==> config.mk <==
export PLATFORM = sky130hd
export DESIGN_NAME = bfly_switch2x2
export DESIGN_NICKNAME = d
export VERILOG_FILES = /design/src/rtl/bfly_pkg.sv /design/src/rtl/bfly_route.sv /design/src/rtl/bfly_rr_arb.sv /design/src/rtl/bfly_out_slot.sv /design/src/rtl/bfly_switch2x2.sv
export SDC_FILE = /design/constraint.sdc
export NUM_CORES = 1
export LEC_CHECK = 0
export BUFFER_PORTS_ARGS = -buffer_cell sky130_fd_sc_hd__buf_2
export CAP_MARGIN = 25
export CORE_ASPECT_RATIO = 1.4
export CORE_MARGIN = 3
export CORE_UTILIZATION = 25
export DETAILED_ROUTE_END_ITERATION = 7
export SYNTH_ARGS = -nofsm -noshare
export SYNTH_HDL_FRONTEND = slang
export SYNTH_SLANG_ARGS = --single-unit
export TNS_END_PERCENT = 30
==> constraint.sdc <==
create_clock -name clk -period 2 [get_ports clk]
set_input_delay 0.5 -clock clk [delete_from_list [all_inputs] [get_ports clk]]
set_output_delay 0.5 -clock clk [all_outputs]
set_load 0.01 [all_outputs]
==> src/rtl/bfly_pkg.sv <==
package bfly_pkg;
  typedef enum logic {
    PORT_STRAIGHT = 1'b0,
    PORT_OBLIQUE  = 1'b1
  } bfly_port_e;
endpackage

==> src/rtl/bfly_route.sv <==
module bfly_route
  import bfly_pkg::*;
#(
  parameter int DEST_W = 3,
  parameter int STAGE  = 1,
  parameter int LEVEL  = 5
) (
  input  logic [DEST_W-1:0] dest,
  output bfly_port_e        port_sel
);
  localparam logic OWN_BIT = ((LEVEL >> STAGE) & 1) != 0;

  always_comb begin
    if (dest[STAGE] == OWN_BIT) port_sel = PORT_STRAIGHT;
    else                        port_sel = PORT_OBLIQUE;
  end
endmodule

==> src/rtl/bfly_rr_arb.sv <==
module bfly_rr_arb (
  input  logic       clk,
  input  logic       rst_n,
  input  logic [1:0] req,
  input  logic       avail,
  output logic [1:0] gnt
);
  logic prio_q;
  logic prio_d;
  logic prio_en;

  always_comb begin
    gnt = 2'b00;
    if (avail) begin
      case (req)
        2'b01:   gnt = 2'b01;
        2'b10:   gnt = 2'b10;
        2'b11:   gnt = prio_q ? 2'b10 : 2'b01;
        default: gnt = 2'b00;
      endcase
    end
  end

  always_comb begin
    prio_en = |gnt;
    prio_d  = gnt[0];
  end

  always_ff @(posedge clk or negedge rst_n) begin
    if (!rst_n)       prio_q <= 1'b0;
    else if (prio_en) prio_q <= prio_d;
  end

  // never both inputs granted on one output
  a_r6_single_grant: assert property (@(posedge clk) disable iff (!rst_n)
    $onehot0(gnt));
  // contention on an empty output always yields a winner
  a_r6_contention_served: assert property (@(posedge clk) disable iff (!rst_n)
    (avail && req == 2'b11) |-> $countones(gnt) == 1);
endmodule

==> src/rtl/bfly_out_slot.sv <==
module bfly_out_slot #(
  parameter int DEST_W = 3,
  parameter int DATA_W = 8
) (
  input  logic              clk,
  input  logic              rst_n,
  input  logic              load,
  input  logic [DEST_W-1:0] load_dest,
  input  logic [DATA_W-1:0] load_data,
  input  logic              ack,
  output logic              rdy,
  output logic [DEST_W-1:0] dest,
  output logic [DATA_W-1:0] data
);
  logic full_q;
  logic full_d;
  logic [DEST_W-1:0] dest_q;
  logic [DATA_W-1:0] data_q;

  always_comb begin
    full_d = full_q;
    if (load)     full_d = 1'b1;
    else if (ack) full_d = 1'b0;
  end

  always_ff @(posedge clk or negedge rst_n) begin
    if (!rst_n) full_q <= 1'b0;
    else        full_q <= full_d;
  end

  always_ff @(posedge clk) begin
    if (load) begin
      dest_q <= load_dest;
      data_q <= load_data;
    end
  end

  assign rdy  = full_q;
  assign dest = dest_q;
  assign data = data_q;

  // a held word stays put until it is acknowledged
  a_r7_hold: assert property (@(posedge clk) disable iff (!rst_n)
    (rdy && !ack) |=> (rdy && $stable(dest) && $stable(data)));
  // the acknowledge edge empties the slot, nothing refills it there
  a_r7_release: assert property (@(posedge clk) disable iff (!rst_n)
    (rdy && ack) |=> !rdy);
endmodule

==> src/rtl/bfly_switch2x2.sv <==
module bfly_switch2x2
  import bfly_pkg::*;
#(
  parameter int DEST_W = 3,
  parameter int DATA_W = 8,
  parameter int STAGE  = 1,
  parameter int LEVEL  = 5
) (
  input  logic                   clk,
  input  logic                   rst_n,
  input  logic [1:0]             in_rdy,
  input  logic [1:0][DEST_W-1:0] in_dest,
  input  logic [1:0][DATA_W-1:0] in_data,
  output logic [1:0]             in_ack,
  output logic [1:0]             out_rdy,
  output logic [1:0][DEST_W-1:0] out_dest,
  output logic [1:0][DATA_W-1:0] out_data,
  input  logic [1:0]             out_ack
);
  localparam int  NPORT   = 2;
  localparam logic OWN_BIT = ((LEVEL >> STAGE) & 1) != 0;

  // reset: asynchronous assertion, synchronous release
  logic rst_meta_q;
  logic rst_sync_q;
  always_ff @(posedge clk or negedge rst_n) begin
    if (!rst_n) begin
      rst_meta_q <= 1'b0;
      rst_sync_q <= 1'b0;
    end else begin
      rst_meta_q <= 1'b1;
      rst_sync_q <= rst_meta_q;
    end
  end

  bfly_port_e           sel     [NPORT];
  logic [NPORT-1:0]     elig;
  logic [NPORT-1:0]     ack_q;
  logic [NPORT-1:0]     ack_d;
  logic [NPORT-1:0]     req_o   [NPORT];
  logic [NPORT-1:0]     gnt_o   [NPORT];
  logic [NPORT-1:0]     load_o;
  logic [DEST_W-1:0]    ldest_o [NPORT];
  logic [DATA_W-1:0]    ldata_o [NPORT];

  genvar gi;
  generate
    for (gi = 0; gi < NPORT; gi++) begin : g_in
      bfly_route #(.DEST_W(DEST_W), .STAGE(STAGE), .LEVEL(LEVEL)) u_route (
        .dest     (in_dest[gi]),
        .port_sel (sel[gi])
      );
      assign elig[gi] = in_rdy[gi] && !ack_q[gi];
    end
  endgenerate

  genvar go;
  generate
    for (go = 0; go < NPORT; go++) begin : g_out
      always_comb begin
        for (int i = 0; i < NPORT; i++)
          req_o[go][i] = elig[i] && (sel[i] == bfly_port_e'(go));
      end

      bfly_rr_arb u_arb (
        .clk   (clk),
        .rst_n (rst_sync_q),
        .req   (req_o[go]),
        .avail (!out_rdy[go]),
        .gnt   (gnt_o[go])
      );

      always_comb begin
        load_o[go]  = |gnt_o[go];
        ldest_o[go] = gnt_o[go][1] ? in_dest[1] : in_dest[0];
        ldata_o[go] = gnt_o[go][1] ? in_data[1] : in_data[0];
      end

      bfly_out_slot #(.DEST_W(DEST_W), .DATA_W(DATA_W)) u_slot (
        .clk       (clk),
        .rst_n     (rst_sync_q),
        .load      (load_o[go]),
        .load_dest (ldest_o[go]),
        .load_data (ldata_o[go]),
        .ack       (out_ack[go]),
        .rdy       (out_rdy[go]),
        .dest      (out_dest[go]),
        .data      (out_data[go])
      );
    end
  endgenerate

  // acknowledge pulse per input: set by a grant from either output
  always_comb begin
    for (int i = 0; i < NPORT; i++)
      ack_d[i] = gnt_o[0][i] || gnt_o[1][i];
  end

  always_ff @(posedge clk or negedge rst_sync_q) begin
    if (!rst_sync_q) ack_q <= '0;
    else             ack_q <= ack_d;
  end

  assign in_ack = ack_q;

  // the straight output only ever holds words whose bit matches the level
  a_r2_straight_route: assert property (@(posedge clk) disable iff (!rst_sync_q)
    out_rdy[0] |-> (out_dest[0][STAGE] == OWN_BIT));
  // the oblique output only ever holds words whose bit differs
  a_r3_oblique_route: assert property (@(posedge clk) disable iff (!rst_sync_q)
    out_rdy[1] |-> (out_dest[1][STAGE] != OWN_BIT));
  // each acknowledge lasts one cycle
  a_r4_ack_pulse0: assert property (@(posedge clk) disable iff (!rst_sync_q)
    in_ack[0] |=> !in_ack[0]);
  a_r4_ack_pulse1: assert property (@(posedge clk) disable iff (!rst_sync_q)
    in_ack[1] |=> !in_ack[1]);
  // an acknowledge always comes with a word now held on some output
  a_r4_ack_with_word: assert property (@(posedge clk) disable iff (!rst_sync_q)
    (|in_ack) |-> (|out_rdy));
endmodule

==> results of run 1 <==
-- area by class of cell --
cell class              count  area, sq um  area share [%]
multi-input cells          43          478            26.3
clock buffers               6         72.6            4.00
inverters                   2         7.51           0.414
repair buffers             58          305            16.8
clock inverters             2         8.76           0.482
flip-flops and latches     30          861            47.4
well taps                  66         82.6            4.55
-- registers in the layout (all words and copies together), names as in the netlist --
signal	count
g_out.u_slot.data	16
g_out.u_slot.dest	6
g_out.u_arb.prio_q	2
g_out.u_slot.rdy	2
in_ack	2
rst_meta_q	1
rst_sync_q	1
-- logic make-up (layout without fill, tap and decap cells) --
logic type,count (synthesis),after routing,synth area share (%)
other,1,1,0.269
buffers and inverters,6,68,3.86
flip-flops,30,30,61.8
AND/OR/NAND/NOR,18,18,11.1
multiplexers,20,20,19.9
AO/OA/AOI/OAI,4,4,3.05
-- what timing repair did --
action,CTS,global route
hold endpoints to repair,2,0
setup endpoints to repair,0,0
hold buffers,1,0
-- worst reg2reg max path, delay by kind of cell (launching register included) --
kind                   cells  cell delay (ns)
AO/OA/AOI/OAI              1             0.29
flip-flops                 1             0.45
buffers and inverters      1             0.19
AND/OR/NAND/NOR            2             0.54
-- stage by stage --
stage	std cells	area [sq um]	setup WS [ns]	hold WS [ns]
2_1_floorplan	79	1390	0.162	0.0678
3_3_place_gp	198	1720	0.128	0.0993
3_5_place_dp	198	1720	0.0559	0.109
4_1_cts	207	1820	0.225	0.112
5_1_grt	207	1820	0.145	0.126
6_report	207	1820	0.242	0.106
-- Yosys cell counts, types with 2 or more instances --
library cell,n,area share (%)
buf_4,2,1.1
dfrtp_1,8,14
edfxtp_1,22,47
inv_1,2,0.54
mux2_2,6,4.9
mux2_4,14,15
nand2b_1,5,2.2
nand3b_1,3,1.6
o21ai_0,2,0.72
-- routing by layer --
layer,vias up,global-route usage [%]
li1,415,-
met1,417,10.9
met2,43,17.9
met3,6,4.07
met4,0,4.72
met5,-,0
-- power by group through the flow --
stage	Combinational [mW]	Sequential, mW	Clock [mW]
floorplan	0.265	0.938	0
global placement	0.461	0.905	0
detailed placement	0.474	0.912	0
CTS	0.479	0.903	0.457
global route	0.514	0.922	0.483
finish	0.470	0.900	0.443
-- final timing paths --
check,from,endpoint,slack (ns),cells after the start
worst max register to register,in_ack[1]$_DFF_PN0_,g_out[1].u_slot.data[6]$_DFFE_PP_,0.24,4
worst min register to register,rst_sync_q$_DFF_PN0_,g_out[1].u_slot.rdy$_DFFE_PN0P_,0.11,0
max in group asynchronous,rst_n,rst_sync_q$_DFF_PN0_,1.37,2
worst min-delay path,rst_sync_q$_DFF_PN0_,g_out[1].u_slot.rdy$_DFFE_PN0P_,0.11,0
worst max-delay path,in_ack[1]$_DFF_PN0_,g_out[1].u_slot.data[6]$_DFFE_PP_,0.24,4
min in group clk,rst_meta_q$_DFF_PN0_,rst_sync_q$_DFF_PN0_,0.36,0
==> flow_summary.toml, run 1 <==
[timing]
max_freq_mhz = 569
slew_violations = 0
finClkSkew_ns = 0.00416
setup_viol = 0
tns_ns = 0
rsz0062_at_grt = "no"
final.min_clock_period_ns = 1.76
period_share_pct = 87.9
final-hold-violation-count = 0

[detailed_routing]
num_vias = 881
wl_met3_microns = 246
post_drt_wl_per_cell_microns = 14.9
detail-route-antenna-nets = 0
drc = 0
drt-initial-drc-count = 25
drt-total-wl_mm = 3.09
highest_layer = "met4"
met1Wirelength_mm = 1.22
via_per_inst = 4.26
wl_met2_mm = 1.58
dr.pass1.iters = 2

[pwr]
pwr-share-clk_pct = 24.4
leakage_nw = 0.800
p_sw_uw = 513
power_mw = 1.81
p_comb_share_pct = 25.9
swShare_pct = 28.3
p_int_mw = 1.30
p_per_area_nw_per_um2 = 999
p_seq_share_pct = 49.6
ir_drop_uv = 430

[synthesis]
avgSynthCellArea_sq_um = 17.6
async_reset_ff_share_pct = 26.7
yosysUniqueCellTypes = 24
synth_nets = 107
ys_ff_latch = 30
synth_edf_count = 22
seq_area_frac_synth_pct = 61.8
synthFlopType = "edfxtp_1"
syn_inst = 79
ys_warn_count = 0
syn_area_sq_um = 1390

[clocking]
ctsResizeCount = 0
clock_path_buffers = 2
cts-root-buf = "clkbuf_8"
cts_max_level = 2
post-cts-setup-buffer-count = 0
clk_latency_ns = 0.27
numCtsBuffers = 5
path_clk_slew_ns = 0.06
cts_sinks = 30
cts_tree = "built"

[layout]
diodes = 0
areaGrowthSynthToFinish_pct = 30.4
fin_nets = 168
layout-drive-gt1-share_pct = 63.8
fillers = 561
final_common_cell = "buf_2"
fin_util_pct = 34.4
final_cell_mix = "buf_2 (53), edfxtp_1 (22), mux2_4 (14)"

[setup_path]
critPathBufInv = 1
max_stage_delay_ns = 0.45
critPathKind = "flop to flop"
cp_max_fo = 13
critical_path_required_ns = 1.98
worstPathCellList = "and4bb_1, o21a_4, nand2b_1, buf_4"
critPathSlowestCell = "dfrtp_1"
crit_path_end_kind = "flop"
critPathLaunchType = "flop"
path_delay_family = "simple AND/OR/NAND/NOR gates"
cp_data_arrival_time_ns = 1.74

[min_path]
hold_path.class = "flop to asynchronous set/reset pin"

[floorplan]
dieArea_sq_um = 6510
start_util_pct = 26.4
die_y_microns = 94.3
io_pins = 54
rows = 31
die_w_microns = 69.1
core_area_sq_um = 5280

[global_route]
grt_pass1_wl_mm = 5.11
first_global_vias = 1013
grt_usage_pct = 10.3
grt_max_degree = 14
grt-ovfl-total = 0
antenna_found_initial = 0

[run]
cap_violations = 0

[placement]
gp_congestion = 0.814
hpwl_mm = 2.44
io_buffer_count = 53

[outcome]
status = "finished, final reports clean"
No activity file was read; power rests on OpenSTA's default activity.
==> inputs of run 2 (changes only) <==
--- a/config.mk
+++ b/config.mk
@@ -10,6 +10,7 @@
 export CORE_ASPECT_RATIO = 1.4
 export CORE_MARGIN = 3
 export CORE_UTILIZATION = 25
+export CTS_CLUSTER_SIZE = 30
 export DETAILED_ROUTE_END_ITERATION = 7
 export SYNTH_ARGS = -nofsm -noshare
 export SYNTH_HDL_FRONTEND = slang
==> constraint.sdc (replaced) <==
create_clock -name clk -period 2 [get_ports clk]
set_input_delay 0.5 -clock clk [delete_from_list [all_inputs] [get_ports clk]]
set_output_delay 0.5 -clock clk [all_outputs]
set_load 0.05 [all_outputs]
==> flow_summary.toml, run 2 (same netlist as run 1, synthesis figures left out) <==
[outcome]
status = "finished, final reports clean"

[layout]
final_common_cell = "buf_2"
layout-drive-gt1-share_pct = 64.7
largest_register_ffs = 16
areaGrowthSynthToFinish_pct = 31.3
fillers = 561
final_cell_mix = "buf_2 (53), edfxtp_1 (22), mux2_4 (14)"
fin_nets = 166
diodes = 0
fin_area_sq_um = 1830

[setup_path]
critPathSlowestCell = "dfrtp_1"
critPathBufInv = 1
crit_path_end_kind = "flop"
max_stage_delay_ns = 0.45
critPathKind = "flop to flop"
cp_max_fo = 13
critPathLaunchType = "flop"
path_delay_family = "simple AND/OR/NAND/NOR gates"
worstPathCellList = "nor4b_4, o31a_4, nand2b_1, buf_12"
critical_path_required_ns = 1.98
cp_data_arrival_time_ns = 1.78

[detailed_routing]
via_per_inst = 4.17
num_vias = 854
detail-route-antenna-nets = 0
dr.pass1.iters = 2
post_drt_wl_per_cell_microns = 14.2
drc = 0
drt-initial-drc-count = 15
drt-total-wl_mm = 2.91

[clocking]
numCtsBuffers = 5
clk_latency_ns = 0.27
cts-hold-fix-buffers = 1
cts_sinks = 30
clock_path_buffers = 2
cts_max_level = 2
post-cts-setup-buffer-count = 0
cts_tree = "built"
ctsResizeCount = 0
cts-root-buf = "clkbuf_8"
path_clk_slew_ns = 0.06

[pwr]
leakage_nw = 0.798
p_sw_uw = 795
pwr-share-clk_pct = 21.2
p_per_area_nw_per_um2 = 1160
p_seq_share_pct = 42.7
p_comb_share_pct = 36.1
ir_drop_uv = 492
p_int_mw = 1.32
swShare_pct = 37.6

[floorplan]
start_util_pct = 26.4
die_w_microns = 69.1
io_pins = 54
dieArea_sq_um = 6510
die_y_microns = 94.3
core_area_sq_um = 5280
rows = 31

[timing]
tns_ns = 0
setup_viol = 0
final.min_clock_period_ns = 1.80
max_freq_mhz = 557
period_share_pct = 89.8
slew_violations = 0
final-hold-violation-count = 0
finClkSkew_ns = 0.00801
rsz0062_at_grt = "no"

[placement]
placed_cell_area_sq_um = 1740
gp_congestion = 0.713
hpwl_mm = 2.35
io_buffer_count = 53

[global_route]
grt-ovfl-total = 0
grt_pass1_wl_mm = 4.63
grt_max_degree = 14
antenna_found_initial = 0
grt_usage_pct = 9.22
first_global_vias = 949

[run]
cap_violations = 0

[min_path]
hold_path.class = "flop to asynchronous set/reset pin"
-- run 2: cell count changes in the layout (fill, tap and decap cells not counted) --
cell | before | now
buf_4 | 4 | 0
buf_12 | 0 | 2
clkinv_1 | 1 | 0
clkinv_2 | 1 | 2
dfrtp_1 | 8 | 7
dfrtp_2 | 0 | 1
-- run 2: worst register-to-register path: cells and delay by family, from the launching register on --
kind,cells,cell delay [ns]
simple gates,2,0.57
flops,1,0.45
compound gates,1,0.33
buf+inv,1,0.15
-- run 2: final timing paths --
path                                                 startpoint  slack [ns]                                end  cells past startpoint
worst max-delay path            g_out[0].u_slot.rdy$_DFFE_PN0P_        0.20  g_out[0].u_slot.data[3]$_DFFE_PP_                      4
worst min-delay path                       rst_sync_q$_DFF_PN0_        0.11    g_out[1].u_slot.rdy$_DFFE_PN0P_                      0
worst max register to register  g_out[0].u_slot.rdy$_DFFE_PN0P_        0.20  g_out[0].u_slot.data[3]$_DFFE_PP_                      4
worst min register to register             rst_sync_q$_DFF_PN0_        0.11    g_out[1].u_slot.rdy$_DFFE_PN0P_                      0
max in group asynchronous                                 rst_n        1.38               rst_meta_q$_DFF_PN0_                      2
min in group clk                           rst_meta_q$_DFF_PN0_        0.36               rst_sync_q$_DFF_PN0_                      0
-- run 2: layout make-up --
type                       count  area [sq um]  share of cell area [%]
tap                           66          82.6                    4.52
multi-input combinational     43           478                    26.1
clock buffer                   6          72.6                    3.97
clock inverter                 2          10.0                   0.548
sequential                    30           862                    47.2
timing repair buffer          56           315                    17.2
inverter                       2          7.51                   0.411
-- run 2: power by group through the flow --
stage                     clock, mW  sequential, mW  combinational, mW
after CTS                     0.461           0.904              0.774
after floorplan                   0            1.18              0.312
after global placement            0           0.908              0.762
after global routing          0.494           0.917              0.808
after detailed placement          0           0.914              0.771
final                         0.447           0.903              0.763
-- run 2: stage by stage --
| stage | utilization [%] | hold slack [ns] | setup WS, ns | std cells | power (mW) |
|---|---|---|---|---|---|
| after floorplan | - | 0.0678 | 0.0528 | 79 | 1.49 |
| after global placement | 32.9 | 0.106 | 0.0976 | 196 | 1.67 |
| after detailed placement | 32.9 | 0.106 | 0.00644 | 196 | 1.68 |
| after CTS | 34.7 | 0.112 | 0.194 | 205 | 2.14 |
| after global routing | 34.7 | 0.124 | 0.0965 | 205 | 2.22 |
| final | 34.7 | 0.106 | 0.204 | 205 | 2.11 |
-- run 2: layer usage --
metal / up-vias / track usage (%) / routed length [microns]
met5: - / 0 / 0
li1: 412 / - / -
met1: 398 / 9.64 / 1080
met4: 0 / 2.61 / 25
met2: 41 / 17.0 / 1570
met3: 3 / 3.64 / 236
